--- config.mk ---
export PLATFORM = sky130hd
export DESIGN_NAME = dma_steal_ctrl
export DESIGN_NICKNAME = d
export VERILOG_FILES = /design/src/rtl/dma_steal_pkg.sv /design/src/rtl/dma_steal_datapath.sv /design/src/rtl/dma_steal_control.sv /design/src/rtl/dma_steal_ctrl.sv
export SDC_FILE = /design/constraint.sdc
export NUM_CORES = 1
export LEC_CHECK = 0
export CAP_MARGIN = 20
export CORE_AREA = 4 4 90 92
export CTS_BUF_LIST = sky130_fd_sc_hd__clkbuf_16
export CTS_CLUSTER_DIAMETER = 150
export DETAILED_ROUTE_END_ITERATION = 8
export DIE_AREA = 0 0 94 96
export DONT_BUFFER_PORTS = 1
export PLACE_DENSITY = 0.77
export SETUP_SLACK_MARGIN = 0.15
export SYNTH_ARGS = -nofsm -noshare
export SYNTH_HDL_FRONTEND = slang
export SYNTH_SLANG_ARGS = --single-unit
export TNS_END_PERCENT = 50
--- constraint.sdc ---
create_clock -name clk -period 2 [get_ports clk]
set_input_delay 0.2 -clock clk [delete_from_list [all_inputs] [get_ports clk]]
set_output_delay 0.2 -clock clk [all_outputs]
set_load 0.01 [all_outputs]
--- src/rtl/dma_steal_pkg.sv ---
package dma_steal_pkg;
  localparam int REG_AW = 3;
  localparam logic [REG_AW-1:0] REG_CTRL = 3'd0;
  localparam logic [REG_AW-1:0] REG_DEV  = 3'd1;
  localparam logic [REG_AW-1:0] REG_MEM  = 3'd2;
  localparam logic [REG_AW-1:0] REG_CNT  = 3'd3;
  localparam logic [REG_AW-1:0] REG_STAT = 3'd4;

  typedef struct packed {
    logic lock;    // configuration frozen while a transfer runs
    logic capDev;  // latch the device word into the buffer
    logic capMem;  // latch the memory word into the buffer
    logic step;    // advance address, decrement count
  } dmaStrobes_t;
endpackage

--- src/rtl/dma_steal_datapath.sv ---
module dma_steal_datapath
  import dma_steal_pkg::*;
#(
  parameter int DATA_W = 16,
  parameter int ADDR_W = 16,
  parameter int DEV_W  = 16,
  parameter int CNT_W  = 16
) (
  input  logic              clk,
  input  logic              rstN,
  input  dmaStrobes_t       st,
  input  logic              regWrEn,
  input  logic [REG_AW-1:0] regAddr,
  input  logic [DATA_W-1:0] regWrData,
  output logic [DATA_W-1:0] regRdData,
  input  logic              statBusy,
  input  logic              statDone,
  input  logic [DATA_W-1:0] devRdData,
  input  logic [DATA_W-1:0] memRdData,
  output logic              dirToDev,
  output logic              countZero,
  output logic [ADDR_W-1:0] memAddr,
  output logic [DEV_W-1:0]  devAddr,
  output logic [DATA_W-1:0] bufWord
);
  logic [CNT_W-1:0] countReg;

  always_ff @(posedge clk) begin
    if (!rstN) begin
      dirToDev <= 1'b0;
      devAddr  <= '0;
      memAddr  <= '0;
      countReg <= '0;
      bufWord  <= '0;
    end else begin
      if (!st.lock && regWrEn) begin
        unique case (regAddr)
          REG_CTRL: dirToDev <= regWrData[1];
          REG_DEV:  devAddr  <= DEV_W'(regWrData);
          REG_MEM:  memAddr  <= ADDR_W'(regWrData);
          REG_CNT:  countReg <= CNT_W'(regWrData);
          default: ;
        endcase
      end
      if (st.step) begin
        memAddr  <= memAddr + 1'b1;
        countReg <= countReg - 1'b1;
      end
      if (st.capDev) bufWord <= devRdData;
      if (st.capMem) bufWord <= memRdData;
    end
  end

  assign countZero = (countReg == '0);

  always_comb begin
    unique case (regAddr)
      REG_CTRL: regRdData = DATA_W'({dirToDev, 1'b0});
      REG_DEV:  regRdData = DATA_W'(devAddr);
      REG_MEM:  regRdData = DATA_W'(memAddr);
      REG_CNT:  regRdData = DATA_W'(countReg);
      REG_STAT: regRdData = DATA_W'({statDone, statBusy});
      default:  regRdData = '0;
    endcase
  end

  // every word decrements the count by one
  assert_count_step_R8: assert property (@(posedge clk) disable iff (!rstN)
    st.step |=> countReg == $past(countReg) - 1'b1);
  // every word advances the memory address by one
  assert_addr_step_R6: assert property (@(posedge clk) disable iff (!rstN)
    st.step |=> memAddr == $past(memAddr) + 1'b1);
  // no configuration change while locked, other than stepping
  assert_dev_frozen_R3: assert property (@(posedge clk) disable iff (!rstN)
    (st.lock && $past(st.lock)) |-> $stable(devAddr) && $stable(dirToDev));
endmodule

--- src/rtl/dma_steal_control.sv ---
module dma_steal_control
  import dma_steal_pkg::*;
#(
  parameter int DATA_W = 16
) (
  input  logic              clk,
  input  logic              rstN,
  input  logic              regWrEn,
  input  logic [REG_AW-1:0] regAddr,
  input  logic [DATA_W-1:0] regWrData,
  input  logic              dirToDev,
  input  logic              countZero,
  input  logic              devReady,
  input  logic              busGnt,
  output dmaStrobes_t       st,
  output logic              busReq,
  output logic              memEn,
  output logic              memWe,
  output logic              devWrEn,
  output logic              busy,
  output logic              done
);
  typedef enum logic [2:0] {S_IDLE, S_WAITDEV, S_REQ, S_XFER, S_GAP} state_t;
  state_t state, nextState;

  logic startGo, clearDone, finish;
  assign startGo   = regWrEn && regAddr == REG_CTRL && regWrData[0] && state == S_IDLE;
  assign clearDone = regWrEn && regAddr == REG_STAT && regWrData[1];
  assign finish    = state == S_GAP && countZero;

  always_comb begin
    nextState = state;
    unique case (state)
      S_IDLE:    if (startGo && !countZero) nextState = S_WAITDEV;
      S_WAITDEV: if (devReady) nextState = S_REQ;
      S_REQ:     if (busGnt) nextState = S_XFER;
      S_XFER:    nextState = S_GAP;
      S_GAP:     nextState = countZero ? S_IDLE : S_WAITDEV;
      default:   nextState = S_IDLE;
    endcase
  end

  always_ff @(posedge clk) begin
    if (!rstN) begin
      state <= S_IDLE;
      done  <= 1'b0;
    end else begin
      state <= nextState;
      if (startGo)        done <= countZero;
      else if (finish)    done <= 1'b1;
      else if (clearDone) done <= 1'b0;
    end
  end

  always_comb begin
    st.lock   = state != S_IDLE;
    st.capDev = state == S_WAITDEV && devReady && !dirToDev;
    st.capMem = state == S_XFER && dirToDev;
    st.step   = state == S_XFER;
  end

  assign busy    = state != S_IDLE;
  assign busReq  = state == S_REQ || state == S_XFER;
  assign memEn   = state == S_XFER;
  assign memWe   = state == S_XFER && !dirToDev;
  assign devWrEn = state == S_GAP && dirToDev;

  // a memory cycle only follows a granted request
  assert_mem_after_grant_R5: assert property (@(posedge clk) disable iff (!rstN)
    memEn |-> $past(busReq) && $past(busGnt));
  // the bus is released right after each memory cycle
  assert_release_after_cycle_R5: assert property (@(posedge clk) disable iff (!rstN)
    memEn |=> !busReq);
  // a request rises only after the device is ready
  assert_req_after_ready_R4: assert property (@(posedge clk) disable iff (!rstN)
    $rose(busReq) |-> $past(devReady));
  // busy and done are never set together
  assert_busy_done_excl_R8: assert property (@(posedge clk) disable iff (!rstN)
    !(busy && done));
  // a zero-count start completes in the next clock
  assert_zero_start_R9: assert property (@(posedge clk) disable iff (!rstN)
    (startGo && countZero) |=> done && !busy);
endmodule

--- src/rtl/dma_steal_ctrl.sv ---
module dma_steal_ctrl
  import dma_steal_pkg::*;
#(
  parameter int DATA_W = 16,
  parameter int ADDR_W = 16,
  parameter int DEV_W  = 16,
  parameter int CNT_W  = 16
) (
  input  logic              clk,
  input  logic              rstN,
  input  logic              regWrEn,
  input  logic [2:0]        regAddr,
  input  logic [DATA_W-1:0] regWrData,
  output logic [DATA_W-1:0] regRdData,
  output logic              irq,
  output logic              busReq,
  input  logic              busGnt,
  output logic              memEn,
  output logic              memWe,
  output logic [ADDR_W-1:0] memAddr,
  output logic [DATA_W-1:0] memWrData,
  input  logic [DATA_W-1:0] memRdData,
  input  logic              devReady,
  output logic [DEV_W-1:0]  devAddr,
  input  logic [DATA_W-1:0] devRdData,
  output logic [DATA_W-1:0] devWrData,
  output logic              devWrEn
);
  dmaStrobes_t       st;
  logic              dirToDev, countZero, busy, done;
  logic [DATA_W-1:0] bufWord;

  dma_steal_control #(.DATA_W(DATA_W)) u_ctrl (
    .clk(clk), .rstN(rstN), .regWrEn(regWrEn), .regAddr(regAddr),
    .regWrData(regWrData), .dirToDev(dirToDev), .countZero(countZero),
    .devReady(devReady), .busGnt(busGnt), .st(st), .busReq(busReq),
    .memEn(memEn), .memWe(memWe), .devWrEn(devWrEn), .busy(busy), .done(done)
  );

  dma_steal_datapath #(.DATA_W(DATA_W), .ADDR_W(ADDR_W), .DEV_W(DEV_W), .CNT_W(CNT_W)) u_dp (
    .clk(clk), .rstN(rstN), .st(st), .regWrEn(regWrEn), .regAddr(regAddr),
    .regWrData(regWrData), .regRdData(regRdData), .statBusy(busy), .statDone(done),
    .devRdData(devRdData), .memRdData(memRdData), .dirToDev(dirToDev),
    .countZero(countZero), .memAddr(memAddr), .devAddr(devAddr), .bufWord(bufWord)
  );

  assign irq       = done;
  assign memWrData = bufWord;
  assign devWrData = bufWord;
endmodule

== Yosys cells after proc, flatten, opt, wreduce, memory -nomap -nowiden ==
Cells that the tools add are included.
Storage, ports and cells
  register bits after elaboration: 69
  bits in latches: 0
  memory bits (writable): 0
  memory bits (read-only): 0
  input bits: 56
  output and inout bits: 85
  logic and storage cells: 68
  memories: 0
Cells by class
  add/subtract/negate cells: 2
  multipliers: 0
  divide/modulo/power cells: 0
  order comparisons: 0
  equality and inequality tests: 11
  shift-type cells: 0
  muxes and demuxes: 17
  bitwise gates (word level): 0
  reduce and logical (&&, ||, !) cells: 31
Operators with widths (number)
  2-to-1 mux 16 bit: 8
  one-hot mux 16 bit (5 select lines): 1
  adder 16 x 1 -> 16 bit, second input constant: 1
  logical NOT 16 bit: 1
  subtractor 16 x 1 -> 16 bit, second input constant: 1
  one-hot mux 3 bit (5 select lines): 1
  logical AND 1 bit: 13
  equality test 3 x 2 -> 1 bit, second input constant: 4
  2-to-1 mux 3 bit: 3
  AND reduction 2 bit: 4
  nonzero test 2 bit: 4
  equality test 3 x 1 -> 1 bit, second input constant: 2
  equality test 3 bit, second input constant: 2
  logical NOT 3 bit: 2
  inequality test 2 bit, second input constant: 3
  nonzero test 3 bit: 2
  2-to-1 mux 1 bit: 4
  logical NOT 1 bit: 3
  AND reduction 3 bit: 1
  logical OR 1 bit: 1

== Depth between registers and ports, before layout ==
  word-level depth: 7
  gate-level depth with buffers: 8
  gate-level depth less buffers: 6

== Cells and area by module ==
A second synthesis with hierarchy kept.
Unflattened totals
  cell total of the unflattened synthesis: 511
  area total of the unflattened synthesis: 4095.2 um^2
Modules (own cells, without submodules)
  dma_steal_datapath: instances 1, cells each 454, area each 3672.3 um^2, sequential area each 1301.2 um^2
  dma_steal_control: instances 1, cells each 41, area each 302.8 um^2, sequential area each 80.1 um^2
  dma_steal_ctrl: instances 1, cells each 16, area each 120.1 um^2, sequential area each 0.0 um^2

== Least setup slack after synthesis ==
No wires, ideal clock.
  path type: register to register
  from: register u_dp.countReg[9]
  to: register u_ctrl.done
  setup time: 0.070 ns
  arrival: 1.737 ns
  required time: 1.930 ns
  path slack: 0.192 ns
  cell stages (with the launch flop): 6
  buffers on the path: 1
  clock period less this slack: 1.808 ns
  cell sequence: dfxtp_1 buf_6 or4_4 or4_4 a21o_1 a21oi_1
Between the ends
  word-level cells in the longest chain between the ends: 4
  elaborated cells between the ends (all ways): 5
  classes of those cells: mux (2); reduce/logical (3)
RTL lines
  start: declaration: line dma_steal_datapath.sv:26  | logic [CNT_W-1:0] countReg;
  start signal: assignment: line dma_steal_datapath.sv:41  | REG_CNT: countReg <= CNT_W'(regWrData);
  start signal: assignment: line dma_steal_datapath.sv:47  | countReg <= countReg - 1'b1;
  logical NOT 16 bit (*): line dma_steal_datapath.sv:54  | assign countZero = (countReg == '0);
  logical AND 1 bit: line dma_steal_control.sv:29  | assign finish = state == S_GAP && countZero;
  2-to-1 mux 1 bit: line dma_steal_control.sv:50  | else if (finish) done <= 1'b1;
  2-to-1 mux 1 bit: line dma_steal_control.sv:49  | if (startGo) done <= countZero;
  end signal: assignment: line dma_steal_control.sv:49
  end: declaration: line dma_steal_control.sv:21  | output logic done
Mark *: on every way between the ends. The rest lies on a longest branch, timed or not.
A chain may end at the register's enable or synchronous reset.

== Worst setup path after layout ==
  from: register u_dp.countReg[6]
  to: register u_ctrl.done
The elaborated chain is that of the path after synthesis.

==> flow_summary.json <==
{
  "outcome": "finished clean",
  "clk_pin_slew_ns": 0.06,
  "skew_ns": 0.00612,
  "pin_count": 141,
  "p_leak_nw": 1.78,
  "synthCells": 497,
  "dr.pass1.iters": 5,
  "ys_types": 56,
  "synthAdderAreaFrac": 0.00949,
  "fin_crit_sh": 0.902,
  "fin_crit_ns": 1.80,
  "avgSynthCellArea_um2": 7.96,
  "critPathLaunchType": "flip-flop",
  "worstSetupEndpointType": "flip-flop",
  "cts_tree": "done",
  "die_h_um": 96,
  "crit_top_cell": "or4_4",
  "whs_ns": 0.00618,
  "final.setup.tns_ns": 0,
  "num_antenna_cells": 0,
  "grt_remaining_overflow": 0,
  "place.gp.congestion": 0.908,
  "antenna_left": 0,
  "crit_slowest_cell": "or4_4",
  "final_cell_mix": "dfxtp_1 (64), nand2_1 (63), nor2_1 (44)",
  "areaGrowthSynthToFinish_pct": 12.8,
  "yosysSeqAreaShare": 0.349,
  "grt_pass1_vias": 3685,
  "required_ns": 2.27,
  "drc": 0,
  "cts.sinks": 69,
  "powerDensity_mw_per_mm2": 769,
  "synthesis.nets": 556,
  "yosys.area.top_type": "dfxtp_1",
  "setup_viol": 0,
  "synth-xor-area-share": 0.00222,
  "mostFrequentLayoutCell": "dfxtp_1",
  "drt_iter0_drc": 493,
  "power_w": 0.00343,
  "hpwlAfterDp_um": 9010,
  "fin_nets": 551,
  "dp.cells": 575,
  "ys.warnings.count": 0,
  "yosys.area.top_type_share": 0.349,
  "routedWlPerCell_um": 21.7,
  "antenna_found_initial": 0,
  "die_w_um": 94,
  "ir_drop_mv": 0.485,
  "viasPerCell": 6.68,
  "worstMarginPinSlew_ns": 0.569,
  "synth_mux_area_frac": 0.0965,
  "synth_compound_area_frac": 0.212,
  "globalRouteTotalUtil": 0.280,
  "coreArea_mm2": 0.00721,
  "ff2ff_setup_slack_ns": 0.20,
  "grt_max_degree": 45,
  "dieArea_mm2": 0.00902,
  "insertion_delay_ns": 0.34,
  "fp-row-count": 31,
  "path_cells": "or4_4, or4_4, a21o_1, a21oi_1",
  "grt_pass1_wl_um": 19500,
  "worst-path-max-fanout": 5,
  "port_buffers": 0,
  "num_vias": 3980,
  "cts_buffer_depth": 2,
  "synth-simple-area-share": 0.253,
  "drive_gt1_frac": 0.175,
  "max_stage_delay_ns": 0.57,
  "fin_cells": 596,
  "synthTopCellsByArea": "dfxtp_1 (35%), nand2_1 (6.0%), a31oi_1 (5.7%)",
  "ys.flop_type": "dfxtp_1",
  "drv_cap": 0,
  "ys_ff_latch": 69,
  "hold_class": "input pin to flip-flop",
  "synth_edf_count": 0,
  "fmax_mhz": 554,
  "hold_viol": 0,
  "cts_root_buf": "clkbuf_16",
  "synth_top_family_by_area": "simple AND/OR/NAND/NOR gates",
  "netlist_area_mm2": 0.00395,
  "critPathKind": "flip-flop to flip-flop",
  "numCtsBuffers": 9,
  "cts_htree_levels": 3,
  "synthArstFlopShare": 0,
  "initial_core_util": 0.548,
  "slew_headroom": 0.618,
  "routed_wl_um": 12900,
  "maxSlewViolCount": 0,
  "rsz0062_at_grt": "no",
  "fillers": 616,
  "crit_arrival_ns": 2.07
}
## path summary, 6_finish.rpt
kind | depth (start not counted) | to | from
hold / removal | 2 | u_dp.bufWord[9] | rstN
setup / recovery | 4 | u_ctrl.done | u_dp.countReg[6]
hold reg to reg | 1 | u_dp.countReg[6] | u_dp.countReg[6]
setup reg to reg | 4 | u_ctrl.done | u_dp.countReg[6]
## per-layer routing
layer,GRT usage,vias up,routed length (um)
met5,0,-,0
met4,0.140,0,493
met3,0.0813,59,1570
met2,0.470,274,6220
met1,0.328,1842,4630
li1,-,1805,-
## synth_stat cells, types with 3 or more instances
cell / instances
dfxtp_1: 69
nand2_1: 63
nor2_1: 44
a31oi_1: 36
clkbuf_1: 28
o21ai_0: 28
mux2i_1: 19
a21oi_1: 17
a22oi_1: 17
nand3_1: 17
buf_4: 16
mux2_2: 15
nand4_1: 10
nor3_1: 9
nor2b_1: 8
or3_1: 8
and3_1: 7
o211ai_1: 7
and2_1: 6
a2bb2oi_1: 5
and4_1: 5
buf_2: 5
inv_1: 4
nor4_1: 4
a211oi_1: 3
buf_1: 3
ha_1: 3
or4_1: 3
or4_4: 3
## cell families (layout without fill, tap and decap cells)
| logic type | count (synthesis) | count (layout) |
|---|---|---|
| DFF | 69 | 69 |
| muxes | 35 | 35 |
| xor gates and xnor gates | 1 | 1 |
| and+or+nand+nor | 199 | 199 |
| adders and majority gates | 3 | 3 |
| buffers and inverters | 60 | 60 |
| AOI/OAI and AO/OA | 130 | 130 |
## sequential cells by signal, indices dropped and copies added, names as in the netlist
signal and cells:
u_dp.memAddr 16, u_ctrl.state 3, u_dp.bufWord 16, u_dp.countReg 16
u_ctrl.done 1, u_dp.dirToDev 1, u_dp.devAddr 16
## through the flow
stage | worst slack, ns | area, um^2 | util
2_1_floorplan | 0.192 | 3950 | -
3_3_place_gp | 0.160 | 4050 | 0.561
3_5_place_dp | 0.124 | 4050 | 0.561
4_1_cts | 0.155 | 4410 | 0.611
5_1_grt | 0.125 | 4460 | 0.618
6_report | 0.196 | 4460 | 0.618
## layout make-up
class / count / area, um^2 / share of cell area
multi-input combinational: 368 / 2300 / 0.515
sequential: 69 / 1390 / 0.312
clock inverter: 7 / 97.6 / 0.0219
inverter: 6 / 32.5 / 0.00729
timing repair buffer: 38 / 290 / 0.0651
clock buffer: 9 / 225 / 0.0505
tap: 99 / 124 / 0.0278
## where the power goes
group / switching [W] / internal, W / total [W]
sequential: 0.0000383 / 0.00140 / 0.00144
combinational: 0.000139 / 0.000116 / 0.000254
clock: 0.000639 / 0.00110 / 0.00174
## worst max-delay path, delay by kind of cell, from the launching register on
kind / cells / cell delay, ns
simple gates: 2 / 1.11
flops: 1 / 0.34
compound gates: 2 / 0.27
## timing repair
action | in CTS | in global routing
hold buffers | 2 | 0
endpoints found under the setup margin | 1 | 23
pin swaps | 2 | 5
endpoints found under the hold margin | 8 | 0
gates resized for setup | 4 | 16
setup buffers | 2 | 1
Note: power is estimated with default switching activity, not from simulation.
